<file path="config.mk">
export PLATFORM = sky130hd
export DESIGN_NAME = ctrl_port_slave
export DESIGN_NICKNAME = d
export VERILOG_FILES = /design/src/rtl/cps_pkg.sv /design/src/rtl/cps_sync.sv /design/src/rtl/cps_i2c.sv /design/src/rtl/cps_spi.sv /design/src/rtl/cps_regbank.sv /design/src/rtl/ctrl_port_slave.sv
export SDC_FILE = /design/constraint.sdc
export NUM_CORES = 1
export LEC_CHECK = 0
export ABC_AREA = 1
export BUFFER_PORTS_ARGS = -buffer_cell sky130_fd_sc_hd__clkbuf_2
export CAP_MARGIN = 40
export CORE_MARGIN = 2
export CORE_UTILIZATION = 55
export CTS_CLUSTER_SIZE = 8
export DETAILED_ROUTE_END_ITERATION = 10
export PLACE_DENSITY_LB_ADDON = 0.15
export SLEW_MARGIN = 15
export SYNTH_ARGS = -nofsm -noshare
export SYNTH_HDL_FRONTEND = slang
export SYNTH_SLANG_ARGS = --single-unit
</file>
<file path="constraint.sdc">
create_clock -name clk -period 3.3 [get_ports clk]
set_input_delay 0.825 -clock clk [delete_from_list [all_inputs] [get_ports clk]]
set_output_delay 0.825 -clock clk [all_outputs]
set_load 0.05 [all_outputs]
</file>
<file path="src/rtl/cps_pkg.sv">
// Shared constants and state types for the dual-format control port.
// Assumes a 16-slot register address space (4-bit pointer).
package cps_pkg;
    localparam int          SLOTS      = 16;
    localparam int          PTR_W      = $clog2(SLOTS);
    localparam logic [4:0]  DEV_PREFIX = 5'b10011;

    typedef enum logic [2:0] {
        I2C_IDLE,
        I2C_RX,
        I2C_ACK,
        I2C_TX,
        I2C_MACK
    } i2c_st_e;
endpackage

</file>
<file path="src/rtl/cps_sync.sv">
// Multi-stage synchronizer bringing asynchronous bus pins into clk.
// Assumes inputs are single-bit independent levels; resets to 0.
module cps_sync #(
    parameter int W      = 3,
    parameter int STAGES = 2
) (
    input  logic         clk,
    input  logic         rst_n,
    input  logic [W-1:0] d,
    output logic [W-1:0] q
);
    logic [W-1:0] stg_q [STAGES];

    // shift each pin through the flop chain
    always_ff @(posedge clk) begin
        if (!rst_n) begin
            for (int i = 0; i < STAGES; i++) stg_q[i] <= '0;
        end else begin
            stg_q[0] <= d;
            for (int i = 1; i < STAGES; i++) stg_q[i] <= stg_q[i-1];
        end
    end

    assign q = stg_q[STAGES-1];
endmodule

</file>
<file path="src/rtl/cps_i2c.sv">
// I2C slave byte engine. Detects start/stop, receives address and
// write bytes, drives ACK and read data onto the open-drain line.
// Assumes synchronized levels and one-cycle edge pulses from the top;
// held in reset while en is low.
module cps_i2c
    import cps_pkg::*;
(
    input  logic       clk,
    input  logic       rst_n,
    input  logic       en,
    input  logic       scl_lv,
    input  logic       sda_lv,
    input  logic       scl_rise,
    input  logic       scl_fall,
    input  logic       sda_rise,
    input  logic       sda_fall,
    input  logic [6:0] dev_addr,
    input  logic [7:0] rdata,
    output logic       sda_oe,
    output logic       ptr_wr,
    output logic       dat_wr,
    output logic       rd_adv,
    output logic [7:0] wdata
);
    i2c_st_e    st_q;
    logic [2:0] bitcnt_q;
    logic [7:0] sh_q, tx_q;
    logic       got_q, is_addr_q, first_q, rw_q, mack_q;
    logic       start_ev, stop_ev;

    assign start_ev = sda_fall && scl_lv;
    assign stop_ev  = sda_rise && scl_lv;

    // bit-level sequencing: sample on SCL rise, drive on SCL fall
    always_ff @(posedge clk) begin
        if (!rst_n || !en) begin
            st_q      <= I2C_IDLE;
            bitcnt_q  <= '0;
            sh_q      <= '0;
            tx_q      <= '0;
            got_q     <= 1'b0;
            is_addr_q <= 1'b0;
            first_q   <= 1'b0;
            rw_q      <= 1'b0;
            mack_q    <= 1'b0;
            sda_oe    <= 1'b0;
            ptr_wr    <= 1'b0;
            dat_wr    <= 1'b0;
            rd_adv    <= 1'b0;
            wdata     <= '0;
        end else begin
            ptr_wr <= 1'b0;
            dat_wr <= 1'b0;
            rd_adv <= 1'b0;
            if (start_ev) begin
                st_q      <= I2C_RX;
                is_addr_q <= 1'b1;
                first_q   <= 1'b1;
                bitcnt_q  <= '0;
                got_q     <= 1'b0;
                sda_oe    <= 1'b0;
            end else if (stop_ev) begin
                st_q   <= I2C_IDLE;
                sda_oe <= 1'b0;
            end else if (scl_rise) begin
                case (st_q)
                    I2C_RX: begin
                        sh_q     <= {sh_q[6:0], sda_lv};
                        bitcnt_q <= bitcnt_q + 3'd1;
                        if (bitcnt_q == 3'd7) got_q <= 1'b1;
                    end
                    I2C_TX: begin
                        bitcnt_q <= bitcnt_q + 3'd1;
                        if (bitcnt_q == 3'd7) got_q <= 1'b1;
                    end
                    I2C_MACK: mack_q <= !sda_lv;
                    default: ;
                endcase
            end else if (scl_fall) begin
                case (st_q)
                    I2C_RX: begin
                        if (got_q) begin
                            got_q <= 1'b0;
                            if (is_addr_q) begin
                                if (sh_q[7:1] == dev_addr) begin
                                    sda_oe <= 1'b1;
                                    rw_q   <= sh_q[0];
                                    st_q   <= I2C_ACK;
                                end else begin
                                    st_q <= I2C_IDLE;
                                end
                            end else begin
                                sda_oe  <= 1'b1;
                                st_q    <= I2C_ACK;
                                wdata   <= sh_q;
                                ptr_wr  <= first_q;
                                dat_wr  <= !first_q;
                                first_q <= 1'b0;
                            end
                        end
                    end
                    I2C_ACK: begin
                        is_addr_q <= 1'b0;
                        bitcnt_q  <= '0;
                        if (rw_q) begin
                            tx_q   <= {rdata[6:0], 1'b0};
                            sda_oe <= !rdata[7];
                            st_q   <= I2C_TX;
                        end else begin
                            sda_oe <= 1'b0;
                            st_q   <= I2C_RX;
                        end
                    end
                    I2C_TX: begin
                        if (got_q) begin
                            got_q  <= 1'b0;
                            sda_oe <= 1'b0;
                            rd_adv <= 1'b1;
                            st_q   <= I2C_MACK;
                        end else begin
                            sda_oe <= !tx_q[7];
                            tx_q   <= {tx_q[6:0], 1'b0};
                        end
                    end
                    I2C_MACK: begin
                        if (mack_q) begin
                            tx_q     <= {rdata[6:0], 1'b0};
                            sda_oe   <= !rdata[7];
                            bitcnt_q <= '0;
                            st_q     <= I2C_TX;
                        end else begin
                            st_q <= I2C_IDLE;
                        end
                    end
                    default: ;
                endcase
            end
        end
    end
endmodule

</file>
<file path="src/rtl/cps_spi.sv">
// SPI-style frame engine: chip address byte (R/W last), pointer byte,
// then data; or read data shifted out after falling clock edges.
// Assumes synchronized levels and edge pulses; idle while cs is high.
module cps_spi (
    input  logic       clk,
    input  logic       rst_n,
    input  logic       en,
    input  logic       cs_lv,
    input  logic       mosi_lv,
    input  logic       sck_rise,
    input  logic       sck_fall,
    input  logic [6:0] dev_addr,
    input  logic [7:0] rdata,
    output logic       miso,
    output logic       ptr_wr,
    output logic       dat_wr,
    output logic       rd_adv,
    output logic [7:0] wdata
);
    logic [7:0] sh_q, tx_q, sh_nx;
    logic [2:0] bitcnt_q, txcnt_q;
    logic [1:0] bidx_q;
    logic       rd_q, drop_q, active;

    assign active = en && !cs_lv;
    assign sh_nx  = {sh_q[6:0], mosi_lv};

    // frame decode on rising edges, read shifting on falling edges
    always_ff @(posedge clk) begin
        if (!rst_n || !active) begin
            sh_q     <= '0;
            tx_q     <= '0;
            bitcnt_q <= '0;
            txcnt_q  <= '0;
            bidx_q   <= '0;
            rd_q     <= 1'b0;
            drop_q   <= 1'b0;
            miso     <= 1'b0;
            ptr_wr   <= 1'b0;
            dat_wr   <= 1'b0;
            rd_adv   <= 1'b0;
            wdata    <= '0;
        end else begin
            ptr_wr <= 1'b0;
            dat_wr <= 1'b0;
            rd_adv <= 1'b0;
            if (sck_rise && !drop_q) begin
                sh_q     <= sh_nx;
                bitcnt_q <= bitcnt_q + 3'd1;
                if (bitcnt_q == 3'd7) begin
                    if (bidx_q == 2'd0) begin
                        if (sh_nx[7:1] == dev_addr) rd_q <= sh_nx[0];
                        else drop_q <= 1'b1;
                    end else if (!rd_q) begin
                        wdata  <= sh_nx;
                        ptr_wr <= (bidx_q == 2'd1);
                        dat_wr <= (bidx_q != 2'd1);
                    end
                    if (bidx_q != 2'd2) bidx_q <= bidx_q + 2'd1;
                end
            end
            if (sck_fall && rd_q) begin
                if (txcnt_q == 3'd0) begin
                    miso <= rdata[7];
                    tx_q <= {rdata[6:0], 1'b0};
                end else begin
                    miso <= tx_q[7];
                    tx_q <= {tx_q[6:0], 1'b0};
                end
                if (txcnt_q == 3'd7) rd_adv <= 1'b1;
                txcnt_q <= txcnt_q + 3'd1;
            end
        end
    end
endmodule

</file>
<file path="src/rtl/cps_regbank.sv">
// Register bank with address pointer and auto-increment flag.
// Slots at or above NUM_REGS have no storage and are write-ignored.
module cps_regbank
    import cps_pkg::*;
#(
    parameter int NUM_REGS = 8
) (
    input  logic                  clk,
    input  logic                  rst_n,
    input  logic                  ptr_wr,
    input  logic                  dat_wr,
    input  logic                  rd_adv,
    input  logic [7:0]            wdata,
    output logic [PTR_W-1:0]      ptr,
    output logic [NUM_REGS*8-1:0] regs
);
    logic                inc_q;
    logic [NUM_REGS-1:0] we;

    genvar g;
    generate
        for (g = 0; g < NUM_REGS; g++) begin : g_we
            assign we[g] = dat_wr && (ptr == PTR_W'(g));
        end
    endgenerate

    // pointer load from pointer byte, step after each data transfer
    always_ff @(posedge clk) begin
        if (!rst_n) begin
            ptr   <= '0;
            inc_q <= 1'b0;
        end else if (ptr_wr) begin
            ptr   <= wdata[PTR_W-1:0];
            inc_q <= wdata[7];
        end else if ((dat_wr || rd_adv) && inc_q) begin
            ptr <= ptr + 1'b1;
        end
    end

    // register storage, one write enable per implemented slot
    always_ff @(posedge clk) begin
        if (!rst_n) begin
            regs <= '0;
        end else begin
            for (int k = 0; k < NUM_REGS; k++)
                if (we[k]) regs[k*8 +: 8] <= wdata;
        end
    end
endmodule

</file>
<file path="src/rtl/ctrl_port_slave.sv">
// Top: synchronizes bus pins, selects I2C or SPI format (SPI latched on
// the first chip-select fall), and routes the active engine to the bank.
// Assumes clk runs several times faster than any bus phase.
module ctrl_port_slave
    import cps_pkg::*;
#(
    parameter int NUM_REGS    = 8,
    parameter int CPEN_ADDR   = 7,
    parameter int CPEN_BIT    = 7,
    parameter int SYNC_STAGES = 2
) (
    input  logic                  clk,
    input  logic                  rst_n,
    input  logic                  scl,
    input  logic                  sda_in,
    output logic                  sda_oe,
    input  logic                  ad0_cs,
    input  logic                  ad1,
    output logic                  spi_dout,
    output logic                  spi_sel,
    output logic                  cp_en,
    output logic [NUM_REGS*8-1:0] cfg_regs
);
    logic [2:0]       pin_s, pin_prev_q;
    logic             scl_s, sda_s, cs_s;
    logic             scl_rise, scl_fall, sda_rise, sda_fall, cs_fall;
    logic             i_ptr_wr, i_dat_wr, i_rd_adv;
    logic             s_ptr_wr, s_dat_wr, s_rd_adv;
    logic [7:0]       i_wdata, s_wdata;
    logic             bus_ptr_wr, bus_dat_wr, bus_rd_adv;
    logic [7:0]       bus_wdata, rd_byte;
    logic [PTR_W-1:0] cur_ptr;

    cps_sync #(.W(3), .STAGES(SYNC_STAGES)) u_sync (
        .clk(clk), .rst_n(rst_n), .d({ad0_cs, sda_in, scl}), .q(pin_s)
    );

    assign {cs_s, sda_s, scl_s} = pin_s;

    // previous synchronized levels for edge detection
    always_ff @(posedge clk) begin
        if (!rst_n) pin_prev_q <= '0;
        else        pin_prev_q <= pin_s;
    end

    assign scl_rise = scl_s  && !pin_prev_q[0];
    assign scl_fall = !scl_s && pin_prev_q[0];
    assign sda_rise = sda_s  && !pin_prev_q[1];
    assign sda_fall = !sda_s && pin_prev_q[1];
    assign cs_fall  = !cs_s  && pin_prev_q[2];

    // format latch: SPI once chip select falls, until reset
    always_ff @(posedge clk) begin
        if (!rst_n)       spi_sel <= 1'b0;
        else if (cs_fall) spi_sel <= 1'b1;
    end

    cps_i2c u_i2c (
        .clk(clk), .rst_n(rst_n), .en(!spi_sel),
        .scl_lv(scl_s), .sda_lv(sda_s),
        .scl_rise(scl_rise), .scl_fall(scl_fall),
        .sda_rise(sda_rise), .sda_fall(sda_fall),
        .dev_addr({DEV_PREFIX, ad1, cs_s}), .rdata(rd_byte),
        .sda_oe(sda_oe), .ptr_wr(i_ptr_wr), .dat_wr(i_dat_wr),
        .rd_adv(i_rd_adv), .wdata(i_wdata)
    );

    cps_spi u_spi (
        .clk(clk), .rst_n(rst_n), .en(spi_sel),
        .cs_lv(cs_s), .mosi_lv(sda_s),
        .sck_rise(scl_rise), .sck_fall(scl_fall),
        .dev_addr({DEV_PREFIX, ad1, 1'b0}), .rdata(rd_byte),
        .miso(spi_dout), .ptr_wr(s_ptr_wr), .dat_wr(s_dat_wr),
        .rd_adv(s_rd_adv), .wdata(s_wdata)
    );

    assign bus_ptr_wr = spi_sel ? s_ptr_wr : i_ptr_wr;
    assign bus_dat_wr = spi_sel ? s_dat_wr : i_dat_wr;
    assign bus_rd_adv = spi_sel ? s_rd_adv : i_rd_adv;
    assign bus_wdata  = spi_sel ? s_wdata  : i_wdata;

    cps_regbank #(.NUM_REGS(NUM_REGS)) u_bank (
        .clk(clk), .rst_n(rst_n),
        .ptr_wr(bus_ptr_wr), .dat_wr(bus_dat_wr), .rd_adv(bus_rd_adv),
        .wdata(bus_wdata), .ptr(cur_ptr), .regs(cfg_regs)
    );

    // read mux: unimplemented slots return zero
    always_comb begin
        rd_byte = '0;
        for (int k = 0; k < NUM_REGS; k++)
            if (cur_ptr == PTR_W'(k)) rd_byte = cfg_regs[k*8 +: 8];
    end

    assign cp_en = cfg_regs[CPEN_ADDR*8 + CPEN_BIT];
endmodule

</file>
# Word level (Yosys, flattened, before mapping)
# Memories as Yosys holds them, arrays and structs flattened.
# Cells that the tools add are included.
# classes
addsub	5
mul	0
n_div	0
order_cmp	0
eq_ne	35
n_shift	0
muxes	66
n_bitwise	16
reduce_logical	70
# ops
operator	n
$mux W8	13
$mux W1	35
$mux W3	8
$pmux W8 S3	1
$reduce_and A4 Y1	6
$reduce_and A5 Y1	4
$logic_and A1 B1 Y1	19
$eq A4 B3 Y1 const B	4
$reduce_and A8 Y1	2
$eq A7 B7 Y1	2
$ne A2 B2 Y1 const B	7
$not A1 Y1	14
$eq A3 B3 Y1 const B	4
$ne A2 B1 Y1 const B	6
$pmux W3 S4	1
$reduce_and A6 Y1	2
$reduce_bool A2 Y1	6
$logic_not A1 Y1	11
$add A3 B1 Y3 const B	3
$reduce_bool A3 Y1	3
$eq A4 B2 Y1 const B	2
$mux W2	4
$mux W4	2
$ne A4 B1 Y1 const B	2
24 further kinds	31
# word_totals
regBits	149
latch_bits	0
ramBits	6
mem_bits_ro	0
input_bits	6
output_inout_bits	68
n_memories	1
# memory_table
memory	depth	width	read_ports	rd_ports_with_merged_regs	wr	line_no	text
u_sync.stg_q	2	3	2	0	2	cps_sync.sv:12	logic [W-1:0] stg_q [STAGES];

# Longest topological paths before layout
# Gate-level depths: netlist (run 1).
# logic_depth
ltp_word	12
depth_mapped	14
ltp_nobuf	13

# Modules after synthesis
# From an unflattened synthesis (run 1), not the netlist that was laid out.
# hier_totals
cells_unflattened	1008
hier_area_um2	7259.5
# by_module_without_submodules
module	instances	cells_per_inst	area_per_inst_um2	seq_area_each_um2
cps_regbank	1	333	2567.5	1381.3
cps_i2c	1	253	1876.8	760.7
cps_spi	1	218	1675.4	720.7
ctrl_port_slave	1	183	952.2	80.1
cps_sync	1	21	187.7	120.1

# Least setup slack after synthesis (run 1)
# OpenSTA, ideal clock, no wires.
# synth_timing
path_type	input to register
start	input rst_n
end	register u_spi.bitcnt_q[0]
setup_time_ns	0.058
arrival_ns	1.860
required_time_ns	3.242
slack_ns	1.382
cell_stages	8
path_buffers	3
path_cell_list	clkbuf_2 inv_1 buf_2 nor3_4 inv_1 clkbuf_1 a21oi_1 o21a_1
# synth_between
elab_chain_len	2
# synth_rtl
item	line_no	text
start, declared	ctrl_port_slave.sv:13	input logic rst_n,
$logic_not A1 Y1	-	
$logic_or A1 B1 Y1	cps_spi.sv:30	if (!rst_n || !active) begin
end signal, assigned	cps_spi.sv:49	bitcnt_q <= bitcnt_q + 3'd1;
end, declared	cps_spi.sv:21	logic [2:0] bitcnt_q, txcnt_q;
# Every way passes these cells.
# A chain may end at the register's enable or synchronous reset.

# Worst setup path in the final report (run 1)
# layout_timing
start	register u_bank.ptr[2]
end	register u_spi.tx_q[7]
# layout_between
elab_chain_len	10
word_cells_on_any_way	17
cone_classes	7 x eq/ne; 9 x mux; 1 x reduce/logical
# layout_rtl
item	line_no	text
start, declared	cps_regbank.sv:14	output logic [PTR_W-1:0] ptr,
start signal, assigned	cps_regbank.sv:33	ptr <= wdata[PTR_W-1:0];
start signal, assigned	cps_regbank.sv:36	ptr <= ptr + 1'b1;
$logic_not A4 Y1	ctrl_port_slave.sv:92	if (cur_ptr == PTR_W'(k)) rd_byte = cfg_regs[k*8 +: 8];
$mux W8 (7 in series)	ctrl_port_slave.sv:92	
$mux W8 (*)	ctrl_port_slave.sv:92	
$mux W8 (*)	cps_spi.sv:63	if (txcnt_q == 3'd0) begin
end signal, assigned	cps_spi.sv:65	tx_q <= {rdata[6:0], 1'b0};
end signal, assigned	cps_spi.sv:68	tx_q <= {tx_q[6:0], 1'b0};
end, declared	cps_spi.sv:20	logic [7:0] sh_q, tx_q, sh_nx;
# Mark *: on every way between the ends. The rest lies on a longest branch, timed or not.

==> results.json, run 1 <==
{
  "gr-total-overflow": 0,
  "num_antenna_cells": 0,
  "synth_top_family_by_area": "simple AND/OR/NAND/NOR gates",
  "ir_worst_vdd_mv": 0.342,
  "synth_compound_area_frac": 0.182,
  "avgSynthCellArea_sq_um": 7.07,
  "n_fill_cell": 1135,
  "setup_ws_ps": 880,
  "synth_xor_area_frac": 0.00254,
  "grt_pass1_vias": 5613,
  "p_sw_uw": 901,
  "antenna_left": 0,
  "synth_ff_type": "dfxtp_1",
  "cp-end-kind": "register",
  "worstPathArrival_ps": 2700,
  "fin_crit_sh": 0.733,
  "cts_max_level": 4,
  "power_uw": 3870,
  "grt_antenna_before_repair": 0,
  "clock_skew_ps": 6.69,
  "area_growth_pct": 14.2,
  "muxShareOfSynthArea": 0,
  "first_pass_iters": 5,
  "r2r_cells": 12,
  "ys_ff_latch": 153,
  "fin_setup_tns_ps": 0,
  "grt_start_max_net_pins": 53,
  "internal_power_uw": 2970,
  "crit_start": "u_bank.ptr[2]$_SDFFE_PN0P_",
  "cts-resized-gates": 0,
  "portBuffers": 73,
  "maxSlewViolCount": 0,
  "drc": 0,
  "rr_startpoint": "u_bank.ptr[2]$_SDFFE_PN0P_",
  "holdCritStartpoint": "u_sync.stg_q[0][2]$_SDFF_PN0_",
  "synthAdderAreaFrac": 0.0254,
  "whs_path_depth": 2,
  "pre_cts_slack_ps": 932,
  "ctsHoldBuffers": 0,
  "synth_common_cells": "nand2_1, dfxtp_1, a21oi_1",
  "p_clk_frac": 0.485,
  "max_freq_ghz": 0.413,
  "vias": 6397,
  "status": "finished clean",
  "layout-drive-gt1-share": 0.129,
  "final-setup-viol-count": 0,
  "core_sq_mm": 0.0121,
  "synthTopCellsByArea": "dfxtp_1, nand2_1, a21oi_1",
  "synth_top_cell_by_area": "dfxtp_1",
  "fp.dieW_um": 116,
  "hp-class": "register to register",
  "min_period_ps": 2420,
  "track_usage": 0.266,
  "switching_share": 0.233,
  "gp_congestion": 0.872,
  "hold_viol": 0,
  "cts_setup_buffers": 0,
  "dp.cells": 1181,
  "crit_required_ps": 3580,
  "rsz0062_at_grt": "no",
  "async_flop_share": 0,
  "cts_inserted_buffers": 17,
  "drt_iter0_markers": 690,
  "yosysWarnings": 0,
  "crit_fanout": 20,
  "cap_violations": 0,
  "ios": 74,
  "final_nets": 1052,
  "syn-num-nets": 997,
  "yosysMostFrequentCell": "nand2_1",
  "grt_pass1_wl_um": 27800,
  "synthDistinctLibCells": 38,
  "start_util": 0.570,
  "p_per_area_mw_per_mm2": 490,
  "dieHeight_um": 116,
  "cts_sinks": 153,
  "cts_tree": "done",
  "tightestPinTransition_ps": 902,
  "criticalPathCategory": "register to register",
  "cts.reportedPaths.clkPinSlew_ps": 60,
  "p_leak_uw": 0.00331,
  "synth-simple-area-share": 0.244,
  "whs_ps": 410,
  "syn-instance-count": 977,
  "root_buffer": "clkbuf_16",
  "power.share.sequential": 0.482,
  "synth-edff-count": 0,
  "startpoint_type": "register",
  "dp_hpwl_um": 11900,
  "yosysSeqAreaShare": 0.444,
  "rows": 40,
  "worst_skew_pair.late_latency_ps": 430,
  "instances_no_fill": 1213,
  "pwr-share-comb": 0.033,
  "maxSlewHeadroom": 0.395,
  "synth_area_sq_mm": 0.00690,
  "wl_um": 17200,
  "synth_top_area_share": 0.444,
  "via_per_inst": 5.27,
  "wl_per_cell_um": 14.2,
  "cts_buffer_depth": 2,
  "die_area_sq_mm": 0.0135
}
## routing by layer
metal,vias to the layer above,GRT usage,wire length (um)
met2,192,0.419,7870
met3,46,0.0539,923
met4,0,0.128,588
met1,2871,0.351,7850
met5,-,0,0
li1,3288,-,-
## layout make-up
cell class | instances | area, sq um | area share
Clock buffer | 19 | 453 | 0.0574
Sequential cell | 153 | 3060 | 0.388
Multi-Input combinational cell | 651 | 3140 | 0.398
Clock inverter | 13 | 121 | 0.0154
Timing Repair Buffer | 80 | 418 | 0.0530
Tap cell | 168 | 210 | 0.0266
Inverter | 129 | 484 | 0.0614
## cells by family (layout without fill, tap and decap cells)
group,count (synthesis),count (layout)
and+or+nand+nor,390,390
AOI/OAI and AO/OA,245,245
buffers and inverters,173,241
DFF,153,153
adders and majority gates,14,14
xor gates and xnor gates,2,2
## path summary, 6_finish.rpt
path         slack, ps                            end
max reg2reg        880     u_spi.tx_q[7]$_SDFFE_PP0P_
max                880     u_spi.tx_q[7]$_SDFFE_PP0P_
min reg2reg        410  u_sync.stg_q[0][5]$_SDFF_PN0_
min                410  u_sync.stg_q[0][5]$_SDFF_PN0_
## state kept, by name (all words and copies together), names as in the netlist, 2 cells and up
signal / flops
u_i2c.wdata: 8
u_spi.tx_q: 7
u_spi.bitcnt_q: 3
u_spi.txcnt_q: 3
u_i2c.sh_q: 8
u_bank.regs: 64
u_i2c.bitcnt_q: 3
u_bank.ptr: 4
u_sync.stg_q: 6
u_i2c.tx_q: 7
u_i2c.st_q: 3
u_spi.wdata: 8
u_spi.sh_q: 7
pin_prev_q: 3
u_spi.bidx_q: 2
## power by group through the flow
stage               clock network (uW)  logic [uW]  registers, uW
CTS                               1900         125           1860
global route                      1980         140           1860
global placement                     0         123           1910
floorplan                            0        78.3           1920
finish                            1880         126           1860
detailed placement                   0         124           1910
## layout by cell type (no fill, tap or decap), types with 4 or more instances in the layout
master	instances
buf_4	7
a21oi_1	133
inv_1	122
clkinvlp_4	5
o21ai_0	91
nand3_1	74
o21ai_1	9
dfxtp_1	153
nand2_1	205
clkbuf_16	17
nor3_1	10
nor2_1	74
ha_1	14
inv_2	5
nand2_2	5
a31oi_1	4
clkbuf_2	73
nand4_1	6
## worst max-delay path: stages (launching register included)
cell	delay (ps)
dfxtp_1	360
nor2_2	600
nand2_2	320
inv_2	230
nand2_1	80
nand3_1	100
nand3_1	130
nand2_1	90
nand2_1	60
nand2_1	100
nand3_1	80
nand2_1	70
a21oi_1	50
## through the flow
stage               utilization  instance area, sq um
global placement          0.603                  7300
detailed placement        0.604                  7310
floorplan                     -                  6900
CTS                       0.651                  7890
finish                    0.651                  7890
global route              0.651                  7890
Note: power is estimated with default switching activity, not from simulation.
==> inputs of run 2 (changes only) <==
ABC_AREA = 0   (was 1)
CORE_UTILIZATION = 53   (was 55)
clock period = 2.2 ns   (was 3.3 ns; I/O delays follow)
==> results.json, run 2 <==
{
  "status": "finished clean",
  "rr_startpoint": "u_bank.ptr[0]$_SDFFE_PN0P_",
  "cp-end-kind": "register",
  "startpoint_type": "register",
  "pre_cts_slack_ps": 104,
  "r2r_end": "u_i2c.tx_q[3]$_SDFFE_PP0P_",
  "cts.reportedPaths.clkPinSlew_ps": 60,
  "internal_power_uw": 4600,
  "hp-class": "input port to register",
  "pwr-share-comb": 0.017,
  "utilization": 0.625,
  "switching_share": 0.201,
  "crit_fanout": 6,
  "largest-register": "u_bank.regs",
  "dieHeight_um": 119,
  "crit_required_ps": 2490,
  "synth_area_sq_mm": 0.00701,
  "layout-drive-gt1-share": 0.181,
  "antenna_left": 0,
  "slowest_stage": "or2_2",
  "crit_start": "u_bank.ptr[0]$_SDFFE_PN0P_",
  "p_clk_frac": 0.498,
  "synth-edff-count": 0,
  "core_sq_mm": 0.0131,
  "criticalPathCategory": "register to register",
  "p_leak_uw": 0.00362,
  "ctsHoldBuffers": 0,
  "drt_iter0_markers": 577,
  "yosysSeqAreaShare": 0.437,
  "power.share.sequential": 0.484,
  "maxSlewViolCount": 0,
  "yosysWarnings": 0,
  "fin_crit_sh": 0.938,
  "cts_buffer_depth": 2,
  "rows": 42,
  "die_area_sq_mm": 0.0142,
  "root_buffer": "clkbuf_16",
  "synth_ff_type": "dfxtp_1",
  "drc": 0,
  "synth_top_area_share": 0.437,
  "ys_ff_latch": 153,
  "rsz0062_at_grt": "no",
  "cts_max_level": 4,
  "grt_pass1_wl_um": 29300,
  "final_nets": 888,
  "cts_sinks": 153,
  "cap_violations": 0,
  "wl_per_cell_um": 17.3,
  "cts_inserted_buffers": 17,
  "vias": 6055,
  "path_buf_inv": 1,
  "clock_skew_ps": 7.36,
  "wl_um": 18300,
  "tightestPinTransition_ps": 692,
  "reg2reg_slack_ps": 140,
  "worstPathArrival_ps": 2350,
  "gr-total-overflow": 0,
  "fp.dieW_um": 119,
  "setup_ws_ps": 137,
  "syn-num-nets": 821,
  "synth_common_cells": "dfxtp_1, nand2_1, o21ai_0",
  "final_common_cell": "dfxtp_1",
  "avgSynthCellArea_sq_um": 8.76,
  "syn-instance-count": 801,
  "min_period_ps": 2060,
  "max_freq_ghz": 0.485,
  "p_sw_uw": 1160,
  "r2r_cells": 7,
  "track_usage": 0.261,
  "ir_worst_vdd_mv": 0.497,
  "worst_skew_pair.late_latency_ps": 420,
  "gp_congestion": 1.00,
  "hold_viol": 0,
  "placed_cell_area_sq_mm": 0.00758,
  "final-setup-viol-count": 0,
  "fin_setup_tns_ps": 0,
  "via_per_inst": 5.74,
  "p_per_area_mw_per_mm2": 703,
  "maxSlewHeadroom": 0.539,
  "fin_area_sq_mm": 0.00818,
  "cp_top_family": "compound AO/OA/AOI/OAI gates",
  "n_fill_cell": 1112,
  "ios": 74,
  "grt_antenna_before_repair": 0,
  "path_cells": "inv_1, ha_1, or2_2, a221oi_1, o22ai_1, a32oi_2, o221ai_1",
  "synthDistinctLibCells": 64,
  "start_util": 0.536,
  "dp_hpwl_um": 12900,
  "cp.depth": 7,
  "async_flop_share": 0,
  "synthTopCellsByArea": "dfxtp_1, nand2_1, o211a_1",
  "slowest_delay_ps": 390,
  "first_pass_iters": 5,
  "grt_start_max_net_pins": 77,
  "mostFrequentLayoutCells": "dfxtp_1, nand2_1, clkbuf_2",
  "largest_reg_flops": 64,
  "area_growth_pct": 16.7,
  "grt_pass1_vias": 5657,
  "yosysMostFrequentCell": "dfxtp_1",
  "cts_tree": "done",
  "num_antenna_cells": 0,
  "synth_top_cell_by_area": "dfxtp_1",
  "endpoint": "u_i2c.tx_q[3]$_SDFFE_PP0P_",
  "portBuffers": 73
}
-- run 2: cell types whose count changed after synthesis, moves of 9 or more --
cell      previous run  this run
a21oi_1            133        44
nand2_1            205       121
and2_1               0        43
inv_1              122        19
nand3b_1             1        10
o21ai_0             91        55
nor2_1              74        54
nand2b_1             0        16
o211a_1              0        37
nand3_1             74         9
mux2i_1              0        35
-- run 2: area by class of cell --
cell class | count | area (sq um) | share of cell area
Inverter | 19 | 71.3 | 0.00872
Timing Repair Buffer | 106 | 626 | 0.0765
Clock buffer | 20 | 447 | 0.0546
Multi-Input combinational cell | 571 | 3630 | 0.443
Sequential cell | 153 | 3060 | 0.374
Clock inverter | 10 | 128 | 0.0156
Tap cell | 176 | 220 | 0.0269
-- run 2: repair_timing --
item	4_1_cts	5_1_grt
setup endpoints to repair	0	5
gates resized for setup	0	5
buffers inserted	0	0
-- run 2: routing by layer --
metal	part of all wire	track usage	vias up
li1	-	-	2939
met1	0.48	0.363	2898
met2	0.45	0.393	187
met3	0.055	0.0556	31
met4	0.021	0.106	0
met5	0	0	-
-- run 2: how the worst min path moves through the flow --
stage                                  startpoint                       endpoint  slack (ps)  depth (start not counted)
detailed placement     u_i2c.first_q$_SDFFE_PP0P_        u_i2c.dat_wr$_SDFF_PP0_         430                          1
floorplan              u_i2c.first_q$_SDFFE_PP0P_        u_i2c.dat_wr$_SDFF_PP0_         400                          1
CTS                                        sda_in  u_sync.stg_q[0][1]$_SDFF_PN0_         320                          2
global placement    u_sync.stg_q[0][2]$_SDFF_PN0_  u_sync.stg_q[0][5]$_SDFF_PN0_         420                          1
finish                                     sda_in  u_sync.stg_q[0][1]$_SDFF_PN0_         330                          2
global route                               sda_in  u_sync.stg_q[0][1]$_SDFF_PN0_         330                          2
-- run 2: metrics by stage --
step / power (uW) / hold WS, ps / std cells
2_1_floorplan: 2920 / 404 / 801
3_3_place_gp: 2940 / 424 / 1025
3_5_place_dp: 2950 / 425 / 1025
4_1_cts: 5790 / 320 / 1055
5_1_grt: 5920 / 329 / 1055
6_report: 5760 / 329 / 1055
-- run 2: worst reg2reg max path, stage by stage, from the launching register on --
cell and delay (ps):
dfxtp_1 330, inv_1 60, ha_1 300, or2_2 390
a221oi_1 260, o22ai_1 170, a32oi_2 270, o221ai_1 150
-- run 2: power groups by stage --
| stage | Sequential, uW | Clock [uW] | Combinational [uW] |
|---|---|---|---|
| finish | 2790 | 2870 | 101 |
| global route | 2790 | 3030 | 111 |
| CTS | 2790 | 2900 | 100 |
| detailed placement | 2850 | 0 | 99.8 |
| global placement | 2850 | 0 | 98.1 |
| floorplan | 2850 | 0 | 70.2 |
-- run 2: logic make-up (layout without fill, tap and decap cells) --
kind of cell             Yosys count  in the layout  synth area share
AND/OR/NAND/NOR                  309            309             0.218
AO/OA/AOI/OAI                    200            200             0.202
flip-flops                       153            153             0.437
buffers and inverters             77            155            0.0507
multiplexers                      38             38            0.0553
adder cells (fa/ha/maj)           14             14            0.0250
XOR/XNOR                          10             10            0.0125
